`config.mk`:
```
export PLATFORM = sky130hd
export DESIGN_NAME = exp_carry_counter
export DESIGN_NICKNAME = d
export VERILOG_FILES = /design/src/rtl/ecc_pkg.sv /design/src/rtl/ecc_acc.sv /design/src/rtl/ecc_carry_ram.sv /design/src/rtl/ecc_sign_file.sv /design/src/rtl/exp_carry_counter.sv
export SDC_FILE = /design/constraint.sdc
export NUM_CORES = 1
export LEC_CHECK = 0
export ABC_CLOCK_PERIOD_IN_PS = 3600
export BUFFER_PORTS_ARGS = -buffer_cell sky130_fd_sc_hd__buf_4
export CORE_ASPECT_RATIO = 1.2
export CORE_MARGIN = 2
export CORE_UTILIZATION = 65
export CTS_BUF_LIST = sky130_fd_sc_hd__clkbuf_8
export DETAILED_ROUTE_END_ITERATION = 8
export GPL_TIMING_DRIVEN = 0
export PLACE_DENSITY = 0.91
export SLEW_MARGIN = 20
export SYNTH_ARGS = -nofsm -noshare
export SYNTH_HDL_FRONTEND = slang
export SYNTH_SLANG_ARGS = --single-unit
```
`constraint.sdc`:
```
create_clock -name clk -period 3.6 [get_ports clk]
set_clock_uncertainty 0.2 [all_clocks]
set_input_delay 0.54 -clock clk [delete_from_list [all_inputs] [get_ports clk]]
set_output_delay 0.54 -clock clk [all_outputs]
set_load 0.005 [all_outputs]
```
`src/rtl/ecc_pkg.sv`:
```
package ecc_pkg;
  typedef enum logic [2:0] {
    ST_IDLE,
    ST_VOTE,
    ST_SAVE,
    ST_CARRY,
    ST_RESOLVE
  } ecc_state_e;

  typedef enum logic [1:0] {
    SG_ZERO = 2'b00,
    SG_POS  = 2'b01,
    SG_NEG  = 2'b10
  } sign_code_e;
endpackage

```
`src/rtl/ecc_acc.sv`:
```
module ecc_acc #(
  parameter int RANGE_N = 3,
  parameter int CW      = $clog2(RANGE_N + 1) + 1
) (
  input  logic                 clk,
  input  logic                 rst,
  input  logic                 clr,
  input  logic                 step,
  input  logic                 up,
  output logic signed [CW-1:0] cnt,
  output logic                 cy_fire,
  output logic                 cy_up
);
  localparam logic signed [CW-1:0] LIM  = CW'(RANGE_N);
  localparam logic signed [CW-1:0] NLIM = -LIM;
  localparam logic signed [CW-1:0] ONE  = CW'(1);

  assign cy_fire = step && (up ? (cnt == LIM) : (cnt == NLIM));
  assign cy_up   = up;

  always_ff @(posedge clk) begin
    if (rst || clr)   cnt <= '0;
    else if (step) begin
      if (cy_fire)    cnt <= '0;
      else if (up)    cnt <= cnt + ONE;
      else            cnt <= cnt - ONE;
    end
  end

  // counter never leaves the symmetric window
  p_acc_range_r1: assert property (@(posedge clk) disable iff (rst)
    (cnt <= LIM) && (cnt >= NLIM));

  // an emitted carry leaves the counter at zero
  p_carry_zero_r1: assert property (@(posedge clk) disable iff (rst)
    cy_fire |=> (cnt == '0));
endmodule

```
`src/rtl/ecc_carry_ram.sv`:
```
module ecc_carry_ram #(
  parameter int DEPTH = 64,
  parameter int AW    = $clog2(DEPTH)
) (
  input  logic          clk,
  input  logic          we,
  input  logic [AW-1:0] waddr,
  input  logic          wdata,
  input  logic [AW-1:0] raddr,
  output logic          rdata
);
  logic mem [DEPTH];

  always_ff @(posedge clk) begin
    if (we) mem[waddr] <= wdata;
    rdata <= mem[raddr];
  end
endmodule

```
`src/rtl/ecc_sign_file.sv`:
```
module ecc_sign_file #(
  parameter int DEPTH = 8,
  parameter int AW    = $clog2(DEPTH)
) (
  input  logic          clk,
  input  logic          we,
  input  logic [AW-1:0] waddr,
  input  logic [1:0]    wcode,
  input  logic [AW-1:0] raddr,
  output logic [1:0]    rcode
);
  logic [1:0] regs [DEPTH];

  always_ff @(posedge clk) begin
    if (we) regs[waddr] <= wcode;
  end

  assign rcode = regs[raddr];
endmodule

```
`src/rtl/exp_carry_counter.sv`:
```
module exp_carry_counter #(
  parameter int RANGE_N     = 3,
  parameter int CARRY_DEPTH = 64,
  parameter int SIGN_DEPTH  = 8
) (
  input  logic clk,
  input  logic rst,
  input  logic start,
  input  logic in_valid,
  input  logic in_up,
  input  logic in_last,
  output logic busy,
  output logic act,
  output logic done,
  output logic err
);
  import ecc_pkg::*;

  localparam int CW  = $clog2(RANGE_N + 1) + 1;
  localparam int CAW = $clog2(CARRY_DEPTH);
  localparam int CIW = $clog2(CARRY_DEPTH + 1);
  localparam int SAW = $clog2(SIGN_DEPTH);
  localparam int SIW = $clog2(SIGN_DEPTH + 1);

  ecc_state_e state;
  logic [CIW-1:0] cwr, prev_cnt, rd_idx;
  logic [SIW-1:0] swr;
  logic [SAW-1:0] ridx;
  logic rd_valid, act_q, done_q, err_q;

  logic signed [CW-1:0] cnt;
  logic acc_step, acc_up, acc_clr, cy_fire, cy_up;
  logic carry_q, c_we, c_full, issue, s_we;
  logic [1:0] wcode, rcode;

  assign issue    = (state == ST_CARRY) && (rd_idx < prev_cnt);
  assign acc_step = ((state == ST_VOTE) && in_valid) || ((state == ST_CARRY) && rd_valid);
  assign acc_up   = (state == ST_CARRY) ? carry_q : in_up;
  assign acc_clr  = ((state == ST_IDLE) && start) || (state == ST_SAVE);
  assign c_we     = cy_fire && (cwr < CIW'(CARRY_DEPTH));
  assign c_full   = cy_fire && (cwr == CIW'(CARRY_DEPTH));
  assign s_we     = (state == ST_SAVE) && (swr < SIW'(SIGN_DEPTH));
  assign wcode    = (cnt > 0) ? SG_POS : ((cnt < 0) ? SG_NEG : SG_ZERO);

  ecc_acc #(.RANGE_N(RANGE_N), .CW(CW)) u_acc (
    .clk(clk), .rst(rst), .clr(acc_clr), .step(acc_step), .up(acc_up),
    .cnt(cnt), .cy_fire(cy_fire), .cy_up(cy_up)
  );

  ecc_carry_ram #(.DEPTH(CARRY_DEPTH), .AW(CAW)) u_carry (
    .clk(clk), .we(c_we), .waddr(cwr[CAW-1:0]), .wdata(cy_up),
    .raddr(rd_idx[CAW-1:0]), .rdata(carry_q)
  );

  ecc_sign_file #(.DEPTH(SIGN_DEPTH), .AW(SAW)) u_sign (
    .clk(clk), .we(s_we), .waddr(swr[SAW-1:0]), .wcode(wcode),
    .raddr(ridx), .rcode(rcode)
  );

  always_ff @(posedge clk) begin
    if (rst) begin
      state    <= ST_IDLE;
      cwr      <= '0;
      prev_cnt <= '0;
      rd_idx   <= '0;
      swr      <= '0;
      ridx     <= '0;
      rd_valid <= 1'b0;
      act_q    <= 1'b0;
      done_q   <= 1'b0;
      err_q    <= 1'b0;
    end else begin
      done_q   <= 1'b0;
      rd_valid <= issue;
      case (state)
        ST_IDLE: if (start) begin
          cwr   <= '0;
          swr   <= '0;
          err_q <= 1'b0;
          act_q <= 1'b0;
          state <= ST_VOTE;
        end
        ST_VOTE: if (in_valid) begin
          if (c_full) begin
            err_q  <= 1'b1;
            act_q  <= 1'b0;
            done_q <= 1'b1;
            state  <= ST_IDLE;
          end else begin
            if (cy_fire) cwr <= cwr + 1'b1;
            if (in_last) state <= ST_SAVE;
          end
        end
        ST_CARRY: begin
          if (issue) rd_idx <= rd_idx + 1'b1;
          if (rd_valid) begin
            if (cy_fire) cwr <= cwr + 1'b1;
            if (rd_idx == prev_cnt) state <= ST_SAVE;
          end
        end
        ST_SAVE: begin
          if (swr == SIW'(SIGN_DEPTH)) begin
            err_q  <= 1'b1;
            act_q  <= 1'b0;
            done_q <= 1'b1;
            state  <= ST_IDLE;
          end else begin
            swr <= swr + 1'b1;
            if (cwr == '0) begin
              ridx  <= swr[SAW-1:0];
              state <= ST_RESOLVE;
            end else begin
              prev_cnt <= cwr;
              cwr      <= '0;
              rd_idx   <= '0;
              state    <= ST_CARRY;
            end
          end
        end
        ST_RESOLVE: begin
          if (rcode == SG_POS) begin
            act_q <= 1'b1; done_q <= 1'b1; state <= ST_IDLE;
          end else if (rcode == SG_NEG || ridx == '0) begin
            act_q <= 1'b0; done_q <= 1'b1; state <= ST_IDLE;
          end else begin
            ridx <= ridx - 1'b1;
          end
        end
        default: state <= ST_IDLE;
      endcase
    end
  end

  assign busy = (state != ST_IDLE);
  assign act  = act_q;
  assign done = done_q;
  assign err  = err_q;

  // re-count writes trail the read pointer
  p_overwrite_order_r5: assert property (@(posedge clk) disable iff (rst)
    ((state == ST_CARRY) && c_we) |-> (cwr < rd_idx));

  // done lasts one cycle
  p_done_pulse_r6: assert property (@(posedge clk) disable iff (rst)
    done |=> !done);

  // done is never seen while busy
  p_done_idle_r6: assert property (@(posedge clk) disable iff (rst)
    done |-> !busy);

  // a zero sign with earlier entries keeps the scan going
  p_resolve_walk_r4: assert property (@(posedge clk) disable iff (rst)
    ((state == ST_RESOLVE) && (rcode == SG_ZERO) && (ridx != '0)) |=> (state == ST_RESOLVE));

  // an error is reported together with done and a zero activation
  p_err_done_r8: assert property (@(posedge clk) disable iff (rst)
    $rose(err) |-> (done && !act));
endmodule

```
Word level (Yosys, flattened, before mapping)

Memories as Yosys holds them, arrays and structs flattened. A register that Yosys moved wholly into a read port is not among the register bits.
Index checks and enable logic that the tools add are counted.

Bits in registers: 38
Bits in writable memories: 80
Input port bits: 6
Output and inout bits: 4
Word-level logic and storage cells: 140
Memories kept: 2

$add $sub $neg: 6
Magnitude comparators: 5
Equal/unequal tests: 26
Mux-type cells: 58
Bitwise logic cells: 2
Reduce and logical (&&, ||, !) cells: 30

Memories:

| name        | depth | width | read ports | clocked after memory_dff | write ports | RTL line            | RTL |
|---|---|---|---|---|---|---|---|
| u_carry.mem | 64    | 1     | 1          | 1                        | 1           | ecc_carry_ram.sv:12 | `logic mem [DEPTH];` |
| u_sign.regs | 8     | 2     | 1          | 1                        | 1           | ecc_sign_file.sv:12 | `logic [1:0] regs [DEPTH];` |

Operators with widths:

| cell                                                   | number |
|---|---|
| two-way mux 7 bit                                      | 8 |
| two-way mux 3 bit                                      | 18 |
| one-hot mux 7 bit (4 select lines)                     | 1 |
| two-way mux 1 bit                                      | 20 |
| inequality test 2 bit (second input constant)          | 10 |
| one-hot mux 3 bit (5 select lines)                     | 1 |
| adder 7 x 1 -> 7 bit (second input constant)           | 2 |
| one-hot mux 7 bit (2 select lines)                     | 1 |
| AND reduction 6 bit                                    | 2 |
| AND reduction 5 bit                                    | 2 |
| == test 3 bit (second input constant)                  | 3 |
| logical AND 1 bit                                      | 8 |
| two-way mux 4 bit                                      | 2 |
| one-hot mux 4 bit (2 select lines)                     | 1 |
| nonzero test 4 bit                                     | 2 |
| == test 7 bit                                          | 1 |
| == test 7 bit (second input constant)                  | 1 |
| zero test 7 bit                                        | 1 |
| less-than comparator 7 bit                             | 1 |
| less-than comparator 7 bit (second input constant)     | 1 |
| AND reduction 7 bit                                    | 1 |
| == test 3 x 2 -> 1 bit (second input constant)         | 2 |
| zero test 3 bit                                        | 2 |
| inequality test 2 x 1 -> 1 bit (second input constant) | 3 |
| 22 further kinds                                       | 33 |

Depth between registers and ports, before layout

Depth in word-level cells: 8
Depth in mapped cells: 10
Depth with buffers taken out: 9

Hierarchy

Synthesis repeated with hierarchy kept, for this count alone.

Cell total of the unflattened synthesis: 562
Area, all modules: 6,185.9 um2

Modules (own cells, without submodules):

| module            | instances | cells each | area an instance (um2) | seq. area each (um2) |
|---|---|---|---|---|
| ecc_carry_ram     | 1         | 204        | 2,914.0                | 1,941.9 |
| exp_carry_counter | 1         | 296        | 2,367.3                | 700.7 |
| ecc_sign_file     | 1         | 35         | 666.9                  | 480.5 |
| ecc_acc           | 1         | 27         | 237.7                  | 60.1 |

Least setup slack after synthesis

No wires, ideal clock.

Path kind: flip-flop to flip-flop
Start: reg state[2]
End: reg cwr[2]
Setup time: 0.117 ns
Arrival: 2.388 ns
Required time: 3.283 ns
Path slack: 0.894 ns
Stages on the path, launching flop included: 11
Path buffers: 1
Clock period less this slack: 2.706 ns
Path through: dfxtp_1 > nand3b_2 > mux2i_4 > ha_1 > nand4b_1 > nor4_4 > nand3_1 > o211a_4 > and2_1 > buf_6 > a32o_1

Word-level cells in the longest chain between the ends: 8
Elaborated cells between the ends (all ways): 24
Those cells by class: eq/ne (9); mux (7); reduce/logical (8)

Ends and longest elaborated chain:

| element                                                          | RTL line                                                                  | RTL |
|---|---|---|
| from (decl)                                                      | exp_carry_counter.sv:25                                                   | `ecc_state_e state;` |
| from (signal assigned)                                           | exp_carry_counter.sv:62                                                   | `state <= ST_IDLE;` |
| from (signal assigned)                                           | exp_carry_counter.sv:81                                                   | `state <= ST_VOTE;` |
| from (signal assigned)                                           | exp_carry_counter.sv:88                                                   | `state <= ST_IDLE;` |
| == test 3 x 2 -> 1 bit or == test 3 x 1 -> 1 bit (tied branches) | exp_carry_counter.sv:37, exp_carry_counter.sv:38, exp_carry_counter.sv:75 |  |
| two-way mux 1 bit or logical AND 1 bit (tied branches)           | exp_carry_counter.sv:38, exp_carry_counter.sv:37                          |  |
| two-way mux 1 bit or logical OR 1 bit (tied branches)            | ecc_acc.sv:18, exp_carry_counter.sv:37                                    |  |
| logical AND 1 bit                                                | ecc_acc.sv:18                                                             | `assign cy_fire = step && (up ? (cnt == LIM) : (cnt == NLIM));` |
| two-way mux 7 bit (3 in a row)                                   | n/a                                                                       |  |
| one-hot mux 7 bit (4 select lines)                               | exp_carry_counter.sv:75                                                   | `case (state)` |
| to (signal assigned)                                             | exp_carry_counter.sv:90                                                   | `if (cy_fire) cwr <= cwr + 1'b1;` |
| to (signal assigned)                                             | exp_carry_counter.sv:97                                                   | `if (cy_fire) cwr <= cwr + 1'b1;` |
| to (decl)                                                        | exp_carry_counter.sv:26                                                   | `logic [CIW-1:0] cwr, prev_cnt, rd_idx;` |

Several ways; a longest one is shown, not always the timed one. The select of a mux whose other input is x is not followed.
A chain may end at the register's enable or synchronous reset.

Final worst setup path

Start: reg state[0]
End: reg err_q, in the netlist err

Word-level cells in the longest chain between the ends: 7
Elaborated cells between the ends (all ways): 18
Those cells by class: eq/ne (7); mux (3); reduce/logical (8)

Ends and longest elaborated chain:

| element                                                          | RTL line                                                                  | RTL |
|---|---|---|
| == test 3 x 2 -> 1 bit or == test 3 x 1 -> 1 bit (tied branches) | exp_carry_counter.sv:37, exp_carry_counter.sv:38, exp_carry_counter.sv:75 |  |
| two-way mux 1 bit or logical AND 1 bit (tied branches)           | exp_carry_counter.sv:38, exp_carry_counter.sv:37                          |  |
| two-way mux 1 bit or logical OR 1 bit (tied branches)            | ecc_acc.sv:18, exp_carry_counter.sv:37                                    |  |
| logical AND 1 bit                                                | ecc_acc.sv:18                                                             |  |
| logical AND 1 bit                                                | exp_carry_counter.sv:41                                                   | `assign c_full = cy_fire && (cwr == CIW'(CARRY_DEPTH));` |
| inequality test 2 bit (no line)                                  | n/a                                                                       |  |
| AND reduction 5 bit (no line)                                    | n/a                                                                       |  |
| to (signal assigned)                                             | exp_carry_counter.sv:71                                                   | `err_q <= 1'b0;` |
| to (signal assigned)                                             | exp_carry_counter.sv:79                                                   | `err_q <= 1'b0;` |
| to (signal assigned)                                             | exp_carry_counter.sv:85                                                   | `err_q <= 1'b1;` |
| to (decl)                                                        | exp_carry_counter.sv:29                                                   | `logic rd_valid, act_q, done_q, err_q;` |

Several ways; a longest one is shown, not always the timed one.

==> out/metrics.csv <==
metric,value,unit
layout.nets,585,
cts.clk_slew.worst_paths,70,ps
netlist_area,5973,µm²
synth_flop_cell,edfxtp_1,
via_count,4566,
ys_ff_latch,122,
yosys-mux-area-fraction,0.09007,
grt_max_degree,65,
die-area,9976,µm²
dpl_cell_area,6191,µm²
ir_worst_vdd,365.0,µV
grt_overflow,0,
clockBufferDepth,2,
syn_to_final_growth,9.908,%
worstMarginPinSlew,877.6,ps
post_cts_buffers,0,
stdcell_area,6565,µm²
timing.reg2reg.setup_slack,320,ps
synth_compound_area_frac,0.09615,
grt_pass1_vias,4553,
clock-root-buffer,clkbuf_8,
cts_tree,built,
synth_area_leaders,"edfxtp_1 (40%), dfxtp_1 (14%), mux4_2 (6.8%)",
clkLatencyLatePin,450,ps
syn_inst,535,
timing.hold.ws,244.8,ps
wl_per_cell,19.85,µm
hold_path.class,input port to flip-flop,
ys_seq_area_frac,0.5429,
antenna_left,0,
synth_cell_types,60,
avgSynthCellArea,11.16,µm²
hold_violations,0,
die_w,91.51,µm
yosysTopAreaCell,edfxtp_1,
async_reset_ff_frac,0,
grt_setup_unrepaired,false,
via_per_inst,6.560,
synth_top_area_share,0.4022,
core,8986,µm²
end_kind,flip-flop,
status,"finished, final reports clean",
synth_adder_area_share,0.03645,
cts_sinks,122,
antenna_found_initial,0,
ctsHoldBuffers,0,
slew_viol_final,0,
drv_cap,0,
yosys_warnings,0,
rows,38,
drc,0,
diodes,0,
grt_pass1_wl,21870,µm
dp_hpwl,9234,µm
synth_enable_flop_cells,80,
critPathArrivalTime,3470,ps
leakagePower,0.002087,µW
cts_resized,0,
yosys.area_share.simple,0.1764,
gp_congestion,0.9254,
syn_nets,557,
power_per_cell_area,470.3,nW/µm²
boundaryPins,10,
die_y,109.0,µm
path_max_fanout,8,
wl,13820,µm
synth_top_family_by_area,simple AND/OR/NAND/NOR gates,
cts_htree_levels,4,
finalCritPeriodShare,0.9111,
synth_xor_area_frac,0.01906,
max_freq,304.9,MHz
drtIter0Drc,558,
numCtsBuffers,17,
initial_core_util,0.6647,
drtPass1Iterations,6,
setup_viol_count_final,0,
max_slew_margin,0.4136,
layout-drive-gt1-share,0.1250,
period_minus_slack,3280,ps
start_kind,flip-flop,
port_buffers,9,
critical_path_class,flip-flop to flip-flop,
cp.required,3790,ps
setup_tns,0,ps
grt.total_usage,0.2894,
[synthesized netlist by cell type, types with 4 or more instances]
cell,number
nor3b_1,6
nor2_1,97
nand4_1,8
a31oi_1,5
mux4_2,18
nand2_1,26
nand3b_1,5
nor4_1,5
ha_1,15
edfxtp_1,80
a22oi_1,7
or3_1,5
nor3_1,11
xnor2_1,6
o31ai_1,4
or4_1,5
mux2i_1,11
and2_1,4
o21ai_0,10
dfxtp_1,42
nor2b_1,6
nand2b_1,6
inv_1,25
clkbuf_1,21
xor2_1,7
a21oi_1,25
nand3_1,21
[state kept, by name, summed over array words and instances (netlist names), named ones only]
name / count
ridx: 3
u_carry.rdata: 1
rd_idx: 7
u_acc.cnt: 3
u_sign.regs: 16
rd_valid: 1
cwr: 7
swr: 4
act: 1
done: 1
prev_cnt: 7
err: 1
state: 3
u_carry.mem: 64
[cells in the final DEF (no fill, tap or decap), types with 9 or more instances in the layout]
master,n
inv_1,25
nor3_1,11
edfxtp_1,80
ha_1,15
clkbuf_1,21
clkbuf_8,17
nand2_1,26
nor2_1,97
o21ai_0,10
dfxtp_1,42
a21oi_1,25
mux2i_1,11
buf_4,9
nand3_1,21
mux4_2,18
[worst max-delay path, cell delays in order, from the launching register on]
cell and delay, ps:
dfxtp_1 470, nand3b_2 190, mux2i_4 300, ha_1 370, nand4b_1 170, nor4_4 300
a311oi_1 230, a2111oi_0 810, o21a_1 190
[final timing paths]
kind	startpoint	to	depth (start not counted)
max reg2reg	state[0]	err	8
max	state[0]	err	8
min	rst	cwr[6]	3
min reg2reg	ridx[1]	flip-flop	2
[report_power, final]
group | internal (µW) | switching [µW] | total, µW
Combinational | 131 | 265 | 396
Clock | 556 | 592 | 1150
Sequential | 1520 | 26.1 | 1540
[per-stage QoR]
step                      cells    util  setup slack, ps  power, µW
after floorplan             535       -            894.5       1835
after global placement      664  0.6889            626.8       1927
after detailed placement    664  0.6889            456.8       1945
after CTS                   696  0.7306            414.9       3079
after global routing        696  0.7306            217.4       3178
final                       696  0.7306            320.2       3088
[per-layer routing]
layer,part of all wire,track usage,wire length [µm],vias up
met5,0,0,0,-
met4,0.044,0.1721,609,0
met3,0.084,0.07947,1162,67
met2,0.50,0.4879,6898,280
met1,0.37,0.3318,5144,2180
li1,-,-,-,2039
[kinds of logic (layout without fill, tap and decap cells)]
family / count (synthesis) / count (layout)
flip-flops: 122 / 122
AO/OA/AOI/OAI: 83 / 83
XOR/XNOR: 13 / 13
buffers and inverters: 55 / 96
multiplexers: 30 / 30
adder cells (fa/ha/maj): 17 / 17
AND/OR/NAND/NOR: 215 / 215
[layout make-up]
| type | count | area, µm² |
|---|---|---|
| inverters | 25 | 93.84 |
| multi-input cells | 358 | 2497 |
| well taps | 120 | 150.1 |
| clock inverters | 15 | 140.1 |
| clock buffers | 17 | 234.0 |
| plain buffers | 30 | 138.9 |
| repair buffers | 9 | 67.56 |
| fillers | 589 | 2421 |
| flip-flops and latches | 122 | 3243 |
(Power assumes the default switching activity.)
